--- src/rtl/rtfsm_pkg.sv ---
package rtfsm_pkg;

  // Number of codes that the normal flow treats as legal states.
  function automatic int unsigned rtfsm_legal(int unsigned sw);
    return (32'd3 << sw) / 32'd4;
  endfunction

  // One table word: next state in the upper bits, aux in the lower bits.
  function automatic int unsigned rtfsm_entry(int unsigned idx, int unsigned sw,
                                              int unsigned cw, int unsigned aw);
    int unsigned s, c, smax, cmax, amask, legal, nxt, a;
    s     = idx >> cw;
    c     = idx & ((32'd1 << cw) - 32'd1);
    smax  = (32'd1 << sw) - 32'd1;
    cmax  = (32'd1 << cw) - 32'd1;
    amask = (32'd1 << aw) - 32'd1;
    legal = rtfsm_legal(sw);
    if (s >= legal) begin
      nxt = 0;
      a   = amask;
    end else if (c == 0) begin
      nxt = s;
      a   = s & amask;
    end else if (c == cmax) begin
      nxt = smax - s;
      a   = 32'd5 & amask;
    end else begin
      nxt = (s + c) % legal;
      a   = (s ^ c) & amask;
    end
    return (nxt << aw) | a;
  endfunction

endpackage

--- src/rtl/rtfsm_addr.sv ---
module rtfsm_addr #(
  parameter int STATE_W = 5,
  parameter int COND_W  = 4,
  localparam int ADDR_W = STATE_W + COND_W
) (
  input  logic [STATE_W-1:0] state_q,
  input  logic [COND_W-1:0]  cond,
  output logic [ADDR_W-1:0]  addr
);
  assign addr = {state_q, cond};
endmodule

--- src/rtl/rtfsm_rom.sv ---
module rtfsm_rom #(
  parameter int STATE_W = 5,
  parameter int COND_W  = 4,
  parameter int AUX_W   = 3,
  localparam int ADDR_W = STATE_W + COND_W,
  localparam int DEPTH  = 1 << ADDR_W,
  localparam int WORD_W = STATE_W + AUX_W
) (
  input  logic              clk,
  input  logic              rst,
  input  logic              en,
  input  logic [ADDR_W-1:0] addr,
  output logic [WORD_W-1:0] word_q
);
  logic [WORD_W-1:0] contents [DEPTH];

  for (genvar g = 0; g < DEPTH; g++) begin : g_fill
    localparam int unsigned ENT = rtfsm_pkg::rtfsm_entry(g, STATE_W, COND_W, AUX_W);
    assign contents[g] = WORD_W'(ENT);
  end

  always_ff @(posedge clk) begin
    if (rst)     word_q <= '0;
    else if (en) word_q <= contents[addr];
  end
endmodule

--- src/rtl/rtfsm_split.sv ---
module rtfsm_split #(
  parameter int STATE_W = 5,
  parameter int AUX_W   = 3,
  localparam int WORD_W = STATE_W + AUX_W
) (
  input  logic [WORD_W-1:0]  word_q,
  output logic [STATE_W-1:0] state,
  output logic [AUX_W-1:0]   aux
);
  assign state = word_q[WORD_W-1:AUX_W];
  assign aux   = word_q[AUX_W-1:0];
endmodule

--- src/rtl/rtfsm_engine.sv ---
module rtfsm_engine #(
  parameter int STATE_W = 5,
  parameter int COND_W  = 4,
  parameter int AUX_W   = 3
) (
  input  logic               clk,
  input  logic               rst,
  input  logic               en,
  input  logic [COND_W-1:0]  cond,
  output logic [STATE_W-1:0] state,
  output logic [AUX_W-1:0]   aux
);
  localparam int ADDR_W = STATE_W + COND_W;
  localparam int WORD_W = STATE_W + AUX_W;

  logic [ADDR_W-1:0] addr;
  logic [WORD_W-1:0] word_q;

  rtfsm_addr #(.STATE_W(STATE_W), .COND_W(COND_W)) addr_i (
    .state_q(state), .cond(cond), .addr(addr)
  );

  rtfsm_rom #(.STATE_W(STATE_W), .COND_W(COND_W), .AUX_W(AUX_W)) rom_i (
    .clk(clk), .rst(rst), .en(en), .addr(addr), .word_q(word_q)
  );

  rtfsm_split #(.STATE_W(STATE_W), .AUX_W(AUX_W)) split_i (
    .word_q(word_q), .state(state), .aux(aux)
  );
endmodule

--- config.mk ---
export PLATFORM = sky130hd
export DESIGN_NAME = rtfsm_engine
export DESIGN_NICKNAME = d
export VERILOG_FILES = /design/src/rtl/rtfsm_pkg.sv /design/src/rtl/rtfsm_addr.sv /design/src/rtl/rtfsm_rom.sv /design/src/rtl/rtfsm_split.sv /design/src/rtl/rtfsm_engine.sv
export SDC_FILE = /design/constraint.sdc
export NUM_CORES = 1
export LEC_CHECK = 0
export ABC_AREA = 1
export BUFFER_PORTS_ARGS = -buffer_cell sky130_fd_sc_hd__buf_2
export CORE_MARGIN = 2
export CORE_UTILIZATION = 62
export DETAILED_ROUTE_END_ITERATION = 8
export GPL_ROUTABILITY_DRIVEN = 0
export HOLD_SLACK_MARGIN = 0.06
export PLACE_DENSITY = 0.95
export SLEW_MARGIN = 10
export SYNTH_ARGS = -nofsm -noshare
export SYNTH_HDL_FRONTEND = slang
export SYNTH_HIERARCHICAL = 1
export SYNTH_SLANG_ARGS = --single-unit
--- constraint.sdc ---
create_clock -name clk -period 3.06 [get_ports clk]
set_input_delay 0.765 -clock clk [delete_from_list [all_inputs] [get_ports clk]]
set_output_delay 0.765 -clock clk [all_outputs]
set_load 0.03 [all_outputs]
# --- Yosys cells after proc, flatten, opt, wreduce, memory -nomap -nowiden ---
# Memories as Yosys holds them, arrays and structs flattened. A register that Yosys moved wholly into a read port is not among the register bits.
# Cells that the tools add are included.
totals:
  elab_cells: 2
  memories: 1
  regBits: 0
  latchBits: 0
  inputBits: 7
  mem_bits_ro: 4096
  out_inout_bits: 8
  mem_bits_rw: 0
memory_table:
  columns: ["memory", "depth", "width", "read_ports", "rd_clocked_by_memory_dff", "wr", "line_no", "source"]
  rows:
  - ["(name not given)", 512, 8, 1, 1, 0, "rtfsm_rom.sv:24", "else if (en) word_q <= contents[addr];"]
op_classes:
  n_lt_le_gt_ge: 0
  n_div: 0
  reduce_logical: 0
  n_addsub: 0
  n_mul: 0
  n_bitwise: 1
  muxes: 0
  shifts: 0
  eq_ne: 0
ops:
  columns: ["cell", "count"]
  rows:
  - ["NOT 9 -> 10 bit", 1]

# --- Depth between registers and ports, before layout ---
# Gate-level depths: netlist (run 1).
depth:
  word_depth: 1
  ltp_mapped: 16
  ltp_nobuf: 15

# --- Cells and area by module ---
# Netlist (run 1), hierarchy kept.
modules_own_cells:
  columns: ["mod", "cells_each", "area_each_um2", "instances", "seq_area_each_um2"]
  rows:
  - ["rtfsm_rom", 197, 1082.3, 1, 160.2]
  - ["rtfsm_addr", 9, 67.6, 1, 0.0]
  - ["rtfsm_split", 8, 60.1, 1, 0.0]

# --- Worst setup path before layout (run 1) ---
# No wires, ideal clock.
synth_path:
  path_type: "in2reg"
  start: "input port cond[1]"
  end: "register rom_i.word_q[5]"
  t_required_ns: 2.944
  path_buffers: 1
  stages: 12
  t_arrival_ns: 1.957
  setup_time_ns: 0.116
  path_slack_ns: 0.987
  path_cell_list: "buf_4 inv_1 ha_1 a21oi_1 nand2b_1 inv_1 o21ai_1 nand2_1 nand2_1 nand2_1 nand2_1 a21oi_1"
synth_via:
  elab_chain_len: 1
synth_rtl:
  columns: ["element", "line_no", "source"]
  rows:
  - ["start, declared", "rtfsm_engine.sv:9", "input logic [COND_W-1:0] cond,"]
  - ["NOT 9 -> 10 bit (not written as such)", "rtfsm_rom.sv:24", null]
  - ["end, declared", "rtfsm_rom.sv:13", "output logic [WORD_W-1:0] word_q"]
# Every way passes these cells.

# --- Worst setup path after layout (run 1) ---
# Ends and elaborated chain as after synthesis.

==> results.toml, run 1 <==
[yosys]
avgSynthCellArea_sq_um = 5.65
yosys.area_share.xor_xnor_pct = 0
ys_seq_elements = 8
yosysSeqAreaShare_pct = 13.2
synth.area.mux_share_pct = 0
ys_types = 22
synth_warnings = 6
synth_fp_nets = 230
synth_compound_area_share_pct = 18.7
syn_area_sq_um = 1210
yosys.area_share.adder_pct = 9.31
synth_top_family_by_area = "simple AND/OR/NAND/NOR gates"
synthSimpleGateAreaFrac_pct = 36.3
synth_cells = 214

[clock_network]
ctsHoldBuffers = 0
clkTransAtPathRegs_ns = 0.06
clk_latency_ns = 0.25
cts_tree = "done"
h-tree-depth = 1
cts_resized = 0
cts_buffer_depth = 2
postCtsSetupBuffers = 0
cts-root-buf = "clkbuf_4"
cts_sinks = 8
numCtsBuffers = 3

[global_route]
grt_antenna_before_repair = 0
grt_pass1_wl_microns = 4510
grt_usage_pct = 26.7
grt_util_met2_pct = 40.5
globalRouteOverflowTotal = 0
grt_max_degree = 19
grt_busiest_layer = "met2"
first_global_vias = 1093
use_met3_pct = 5.93
grt_util_met1_pct = 39.0

[power_and_ir_drop]
power_density_nw_per_um2 = 334
vdd_drop_max_mv = 0.322
power.leakage_uw = 0.000597

[timing]
slew_violations = 0
tns_ns = 0
max_freq_mhz = 474
rsz0062_at_grt = "no"
worst_pin_slew_ns = 0.558
finalCriticalPeriod_ns = 2.11
finalHoldViolations = 0
layout_setup_ws_ns = 0.948
fin_crit_sh_pct = 69.0
skew_ns = 0.00560
setup_viol = 0
slew_headroom_pct = 62.8

[critical_path]
path_max_fanout = 7
critPathMaxStageDelay_ns = 0.32
worst_path_most_repeated_cell = "nand2_1"
r2r_setup_slack_ns = 1.07
cp-end-kind = "flip-flop"
worstPathArrival_ns = 2.25
crit_family = "simple AND/OR/NAND/NOR gates"
critPathRequiredTime_ns = 3.20
crit_slowest_cell = "ha_1"
worst-path-buf-inv = 3
crit_chain = "buf_2 > inv_1 > ha_1 > a21oi_1 > nand2b_1 > inv_1 > o21ai_1 > nand2_1 > nand2_1 > nand2_1 > nand2_1 > a21oi_1"
startpoint_type = "input pin"
worst-setup-path-type = "in2reg"

[placed_design]
place_ws_ns = 0.718
dpl.cell_count = 228
io_buffers = 14
hpwl_microns = 2120

[cells_and_area]
fin_cells = 231
max_flop_register = "rom_i/word_q"
top_regs = "rom_i/word_q: 8 flops"
syn_to_final_growth_pct = -5.07
largest_reg_flops = 8
insertedDiodeCount = 0
fin_nets = 224
layout-drive-gt1-share_pct = 9.71

[route]
wl_per_cell_microns = 12.2
drtAntennaViolNets = 0
wl_microns = 2820
vias_per_cell = 5.61
drc = 0
initialDrtViolationCount = 104
num_vias = 1297
dr.pass1.iters = 5

[floorplanning]
core-area_sq_um = 1780
start_util_pct = 67.9
io_pins = 15
die_w_microns = 48.2
die-height_microns = 48.2
die-area_sq_um = 2320
rows = 15

[flow_run]
drv_cap = 0

[outcome]
status = "complete, no violations"

[worst_hold_path]
hold_class = "reg2reg"
-- cell families after synthesis --
kind of cell | Yosys count
buffers and inverters | 48
and+or+nand+nor | 107
DFF | 8
adders and majority gates | 9
AOI/OAI and AO/OA | 42
-- synthesized netlist by cell type --
cell | n | area, sq um
dfxtp_1 | 8 | 160
a21oi_1 | 16 | 80.1
nand3b_1 | 1 | 7.51
o211ai_1 | 1 | 7.51
ha_1 | 9 | 113
a31oi_1 | 2 | 12.5
inv_1 | 21 | 78.8
buf_4 | 19 | 143
nand2_1 | 62 | 233
inv_2 | 2 | 7.51
o21ai_0 | 18 | 90.1
or2_1 | 1 | 6.26
buf_2 | 4 | 20.0
nand2b_1 | 1 | 6.26
nand3_1 | 22 | 110
o311ai_0 | 1 | 8.76
a21oi_2 | 1 | 8.76
o21ai_1 | 2 | 10.0
nor3_1 | 1 | 5.00
buf_6 | 2 | 22.5
nor2_1 | 19 | 71.3
o2111ai_1 | 1 | 8.76
-- routing by layer --
layer  part of all wire [%]  vias to the layer above
met2                     46                       71
met4                   0.14                        0
met3                    9.1                        2
met5                      0                        -
met1                     45                      563
li1                       -                      661
-- power breakdown --
group,switching [uW],internal [uW]
clock network,35.0,44.8
logic,115,55.6
registers,19.6,114
-- cell usage in the layout (no fill, tap or decap) --
| cell | synthesis | layout |
|---|---|---|
| dfxtp_1 | 8 | 8 |
| inv_1 | 21 | 21 |
| nand3b_1 | 1 | 1 |
| clkbuf_4 | 0 | 3 |
| o2111ai_1 | 1 | 1 |
| buf_2 | 4 | 14 |
| a31oi_1 | 2 | 2 |
| or2_1 | 1 | 1 |
| o311ai_0 | 1 | 1 |
| nor3_1 | 1 | 1 |
| o211ai_1 | 1 | 1 |
| nand2_1 | 62 | 62 |
| a21oi_1 | 16 | 16 |
| nor2_1 | 19 | 19 |
| a21oi_2 | 1 | 1 |
| ha_1 | 9 | 9 |
| nand3_1 | 22 | 22 |
| o21ai_0 | 18 | 18 |
| inv_2 | 2 | 2 |
| nand2b_1 | 1 | 1 |
| o21ai_1 | 2 | 2 |
-- worst paths after layout --
kind	start	end	cells after the start
setup / recovery	cond[1]	rom_i/word_q[5]$_SDFFE_PP0P_	12
hold / removal	rom_i/word_q[0]$_SDFFE_PP0P_	rom_i/word_q[0]$_SDFFE_PP0P_	2
setup reg to reg	rom_i/word_q[3]$_SDFFE_PP0P_	rom_i/word_q[7]$_SDFFE_PP0P_	10
hold reg to reg	rom_i/word_q[0]$_SDFFE_PP0P_	rom_i/word_q[0]$_SDFFE_PP0P_	2
-- worst reg2reg max path, delay by kind of cell, from the launching register on --
kind,cells,cell delay [ns]
flops,1,0.67
simple gates,7,0.50
compound gates,2,0.41
buf+inv,1,0.36
-- through the flow --
stage               area (sq um)  utilization [%]  hold WS (ns)  power, uW
finish                      1150             64.4         0.532        384
global placement            1130             63.2         0.512        299
global route                1150             64.4         0.555        413
detailed placement          1130             63.2         0.514        300
CTS                         1150             64.4         0.527        380
floorplan                   1210                -         0.438        291
-- area by class of cell --
cell class | instances | area (sq um)
Timing Repair Buffer | 14 | 70.1
Multi-Input combinational cell | 158 | 778
Fill cell | 174 | 634
Sequential cell | 8 | 160
Tap cell | 25 | 31.3
Inverter | 23 | 86.3
Clock buffer | 3 | 22.5
No activity file was read; power rests on OpenSTA's default activity.
==> inputs of run 2 (changes only) <==
--- a/config.mk
+++ b/config.mk
@@ -8,11 +8,11 @@
 export ABC_AREA = 1
 export BUFFER_PORTS_ARGS = -buffer_cell sky130_fd_sc_hd__buf_2
 export CORE_MARGIN = 2
-export CORE_UTILIZATION = 62
+export CORE_UTILIZATION = 58
 export DETAILED_ROUTE_END_ITERATION = 8
 export GPL_ROUTABILITY_DRIVEN = 0
 export HOLD_SLACK_MARGIN = 0.06
-export PLACE_DENSITY = 0.95
+export PLACE_DENSITY = 0.92
 export SLEW_MARGIN = 10
 export SYNTH_ARGS = -nofsm -noshare
 export SYNTH_HDL_FRONTEND = slang
==> constraint.sdc (replaced) <==
create_clock -name clk -period 2 [get_ports clk]
set_input_delay 0.5 -clock clk [delete_from_list [all_inputs] [get_ports clk]]
set_output_delay 0.5 -clock clk [all_outputs]
set_load 0.03 [all_outputs]
==> run 2 against run 1 <==
Sequential power up 45%. Clock-buffer cell count unchanged. Largest power group unchanged. Routed wire length grew 0.18%. Critical path type unchanged. Register-to-register slack got worse by 0.58 ns.
==> results.toml, run 2 (synthesized netlist as in run 1, its figures left out) <==
[outcome]
status = "complete, no violations"

[critical_path]
startpoint_type = "input pin"
worstPathArrival_ns = 1.93
worst-setup-path-type = "in2reg"
cp-end-kind = "flip-flop"
path_max_fanout = 4
critPathRequiredTime_ns = 2.19

[power_and_ir_drop]
power_frac_comb_pct = 47.0
p_switching_uw = 262
power_density_nw_per_um2 = 495
power.leakage_uw = 0.000641
intPower_uw = 341
p_seq_share_pct = 32.1
clkPwrFrac_pct = 20.9
switching_share_pct = 43.5
vdd_drop_max_mv = 0.243

[route]
drtAntennaViolNets = 0
vias_per_cell = 5.42
initialDrtViolationCount = 85
dr.pass1.iters = 4
wl_microns = 2830
drc = 0
wl_per_cell_microns = 11.7
num_vias = 1312

[global_route]
grt_max_degree = 17
grt_pass1_wl_microns = 4670
first_global_vias = 1075
globalRouteOverflowTotal = 0
grt_antenna_before_repair = 0
grt_usage_pct = 24.1

[timing]
rsz0062_at_grt = "no"
slew_headroom_pct = 74.5
finalCriticalPeriod_ns = 1.74
worst_pin_slew_ns = 0.382
setup_viol = 0
fin_crit_sh_pct = 86.9
slew_violations = 0
tns_ns = 0
layout_setup_ws_ns = 0.262
skew_ns = 0.00212
max_freq_mhz = 575
finalHoldViolations = 0

[placed_design]
place_ws_ns = 0.0763
hpwl_microns = 2190
io_buffers = 14

[cells_and_area]
final_common_cell = "nand2_1"
regArea_sq_um = 160
layout-drive-gt1-share_pct = 13.5
final_cell_mix = "nand2_1 (62), nand3_1 (22), inv_1 (21), nor2_1 (19), o21ai_0 (18)"
largest_reg_flops = 8
n_fill_cell = 212
fin_nets = 233
insertedDiodeCount = 0
top_regs = "rom_i/word_q: 8 flops"
max_flop_register = "rom_i/word_q"
syn_to_final_growth_pct = 0.724
multi_input_area_sq_um = 778

[floorplanning]
core-area_sq_um = 1960
die-area_sq_um = 2470
io_pins = 15
start_util_pct = 61.7
die_w_microns = 49.7
rows = 16
die-height_microns = 49.7

[flow_run]
drv_cap = 0

[clock_network]
h-tree-depth = 1
cts_buffer_depth = 2
clkTransAtPathRegs_ns = 0.05
postCtsSetupBuffers = 0
cts-root-buf = "clkbuf_4"
ctsHoldBuffers = 0
cts_tree = "done"
clk_latency_ns = 0.26
numCtsBuffers = 3
cts_sinks = 8
cts_resized = 0

[worst_hold_path]
hold_class = "in2reg"
run 2: cell types whose count changed in the layout (fill, tap and decap cells not counted):
cell   change
buf_4      +9
run 2: critical path, cell delays in order:
cell and delay, ns:
buf_2 0.10, inv_1 0.08, ha_1 0.22, inv_1 0.05, nand2_1 0.06, o21ai_0 0.22, nand3_1 0.12, nand2_1 0.08
nand2_1 0.05, nor2_1 0.16, nor2_1 0.06, nand2_1 0.07, nand2_1 0.04, a21oi_1 0.12
run 2: metrics by stage:
| step | hold slack [ns] | area, sq um | total power, uW | instances | utilization (%) |
|---|---|---|---|---|---|
| floorplan | 0.438 | 1210 | 445 | 214 | - |
| global placement | 0.511 | 1200 | 472 | 239 | 61.0 |
| detailed placement | 0.521 | 1200 | 474 | 239 | 61.0 |
| CTS | 0.467 | 1220 | 603 | 242 | 62.1 |
| global route | 0.480 | 1220 | 650 | 242 | 62.1 |
| finish | 0.473 | 1220 | 604 | 242 | 62.1 |
run 2: worst paths after layout:
kind | startpoint | to | cells past startpoint | slack, ns
max | cond[0] | rom_i/word_q[7]$_SDFFE_PP0P_ | 14 | 0.26
min | rst | rom_i/word_q[5]$_SDFFE_PP0P_ | 2 | 0.47
max reg2reg | rom_i/word_q[3]$_SDFFE_PP0P_ | rom_i/word_q[7]$_SDFFE_PP0P_ | 10 | 0.49
min reg2reg | rom_i/word_q[2]$_SDFFE_PP0P_ | rom_i/word_q[2]$_SDFFE_PP0P_ | 2 | 0.52
run 2: power groups by stage:
stage	Combinational, uW	Clock (uW)	Sequential, uW
global placement	274	0	197
detailed placement	277	0	197
CTS	279	131	194
global route	318	135	196
finish	283	126	194
floorplan	262	0	183
run 2: area by class of cell:
class                   count  area share (%)
multi-input cells         158            63.9
flip-flops and latches      8            13.1
repair buffers             23            11.3
inverters                  23            7.08
well taps                  27            2.77
clock buffers               3            1.85
run 2: routing by layer:
| layer | vias to the layer above | global-route usage, % | wire length, microns |
|---|---|---|---|
| met3 | 11 | 5.45 | 278 |
| li1 | 676 | - | - |
| met5 | - | 0 | 0 |
| met4 | 0 | 6.02 | 59 |
| met1 | 558 | 33.0 | 1260 |
| met2 | 67 | 38.2 | 1230 |
==> inputs of run 3 (changes only) <==
--- a/config.mk
+++ b/config.mk
@@ -8,11 +8,11 @@
 export ABC_AREA = 1
 export BUFFER_PORTS_ARGS = -buffer_cell sky130_fd_sc_hd__buf_2
 export CORE_MARGIN = 2
-export CORE_UTILIZATION = 58
+export CORE_UTILIZATION = 62
 export DETAILED_ROUTE_END_ITERATION = 8
 export GPL_ROUTABILITY_DRIVEN = 0
 export HOLD_SLACK_MARGIN = 0.06
-export PLACE_DENSITY = 0.92
+export PLACE_DENSITY = 0.95
 export SLEW_MARGIN = 10
 export SYNTH_ARGS = -nofsm -noshare
 export SYNTH_HDL_FRONTEND = slang
==> constraint.sdc (replaced) <==
create_clock -name clk -period 2.2 [get_ports clk]
set_input_delay 0.55 -clock clk [delete_from_list [all_inputs] [get_ports clk]]
set_output_delay 0.55 -clock clk [all_outputs]
set_load 0.03 [all_outputs]
==> run 3 against run 2 <==
Cell count decreased by 3.3%. Via count increased by 2.4%. Total power decreased by 11%. Setup slack improved by 0.094 ns. Flip-flop and latch count unchanged. Critical path depth decreased by 1. Clock skew decreased by 0.00099 ns. Non-clock buffer count decreased by 6. Largest power group unchanged.
==> results.toml, run 3 (synthesized netlist as in run 1, its figures left out) <==
[outcome]
status = "complete, no violations"

[global_route]
grt_max_degree = 19
globalRouteOverflowTotal = 0
grt_antenna_before_repair = 0
first_global_vias = 1055
grt_usage_pct = 27.3
grt_pass1_wl_microns = 4550

[route]
initialDrtViolationCount = 92
vias_per_cell = 5.74
num_vias = 1343
wl_microns = 2820
dr.pass1.iters = 6
drtAntennaViolNets = 0
drc = 0
wl_per_cell_microns = 12.0

[clock_network]
clkTransAtPathRegs_ns = 0.05
cts_sinks = 8
ctsHoldBuffers = 0
h-tree-depth = 1
numCtsBuffers = 3
postCtsSetupBuffers = 0
cts-root-buf = "clkbuf_4"
cts_resized = 0
cts_buffer_depth = 2
cts_tree = "done"
clk_latency_ns = 0.25

[power_and_ir_drop]
power_density_nw_per_um2 = 457
clkPwrFrac_pct = 20.3
p_switching_uw = 233
switching_share_pct = 43.6
p_seq_share_pct = 33.8
vdd_drop_max_mv = 0.421
intPower_uw = 302
p_total_uw = 535
power.leakage_uw = 0.000612
power_frac_comb_pct = 45.9

[critical_path]
path_max_fanout = 7
startpoint_type = "input pin"
worstPathArrival_ns = 2.02
cp-end-kind = "flip-flop"
worst-setup-path-type = "in2reg"
critPathRequiredTime_ns = 2.38

[timing]
skew_ns = 0.00113
rsz0062_at_grt = "no"
worst_pin_slew_ns = 0.507
tns_ns = 0
finalCriticalPeriod_ns = 1.84
slew_headroom_pct = 66.2
finalHoldViolations = 0
max_freq_mhz = 543
setup_viol = 0
hold_ws_ns = 0.525
slew_violations = 0
fin_crit_sh_pct = 83.8

[cells_and_area]
insertedDiodeCount = 0
syn_to_final_growth_pct = -3.21
final_common_cell = "nand2_1"
final_cell_mix = "nand2_1 (62), nand3_1 (22), inv_1 (21), nor2_1 (19), o21ai_0 (18)"
n_fill_cell = 174
layout-drive-gt1-share_pct = 11.0
fin_util_pct = 65.7
top_regs = "rom_i/word_q: 8 flops"
largest_reg_flops = 8
regArea_sq_um = 160
fin_nets = 227
fin_area_sq_um = 1170
multi_input_area_sq_um = 778
max_flop_register = "rom_i/word_q"

[flow_run]
drv_cap = 0

[floorplanning]
io_pins = 15
start_util_pct = 67.9
die-height_microns = 48.2
die-area_sq_um = 2320
core-area_sq_um = 1780
rows = 15
die_w_microns = 48.2

[placed_design]
place_area_sq_um = 1150
io_buffers = 14
hpwl_microns = 2170

[worst_hold_path]
hold_class = "in2reg"
[run 3: critical path, cell delays in order]
cell and delay [ns]:
buf_2 0.14, inv_1 0.19, ha_1 0.25, inv_1 0.07
o21ai_1 0.18, nand3_1 0.09, nand2_1 0.07, nand3_1 0.12
nand3_1 0.12, nand2_1 0.06, inv_1 0.05, nand2_1 0.04
a21oi_1 0.10
[run 3: final timing paths]
check,start,to,slack [ns],cells after the start
worst max-delay path,cond[1],rom_i/word_q[7]$_SDFFE_PP0P_,0.36,13
worst min register to register,rom_i/word_q[0]$_SDFFE_PP0P_,rom_i/word_q[0]$_SDFFE_PP0P_,0.53,2
worst max register to register,rom_i/word_q[4]$_SDFFE_PP0P_,rom_i/word_q[7]$_SDFFE_PP0P_,0.64,8
worst min-delay path,rst,rom_i/word_q[4]$_SDFFE_PP0P_,0.52,2
[run 3: area by class of cell]
cell class	instances	share of cell area, %
inverters	23	7.37
well taps	25	2.67
flip-flops and latches	8	13.7
multi-input cells	158	66.5
clock buffers	3	1.92
repair buffers	17	7.91
[run 3: per-stage QoR]
stage	std cells	setup WS, ns
after floorplan	214	0.342
after global placement	231	0.196
after detailed placement	231	0.131
after CTS	234	0.388
after global routing	234	0.144
final	234	0.357
[run 3: layer usage]
layer,vias to the layer above,global-route usage (%),routed length [microns]
li1,667,-,-
met1,580,38.3,1160
met2,88,44.2,1320
met3,8,5.56,302
met4,0,3.78,38
met5,-,0,0
[run 3: power groups by stage]
| stage | clock network [uW] | logic [uW] | registers, uW |
|---|---|---|---|
| after global placement | 0 | 236 | 182 |
| after floorplan | 0 | 238 | 166 |
| after detailed placement | 0 | 240 | 183 |
| after global routing | 121 | 276 | 183 |
| after CTS | 112 | 241 | 180 |
| final | 109 | 246 | 181 |
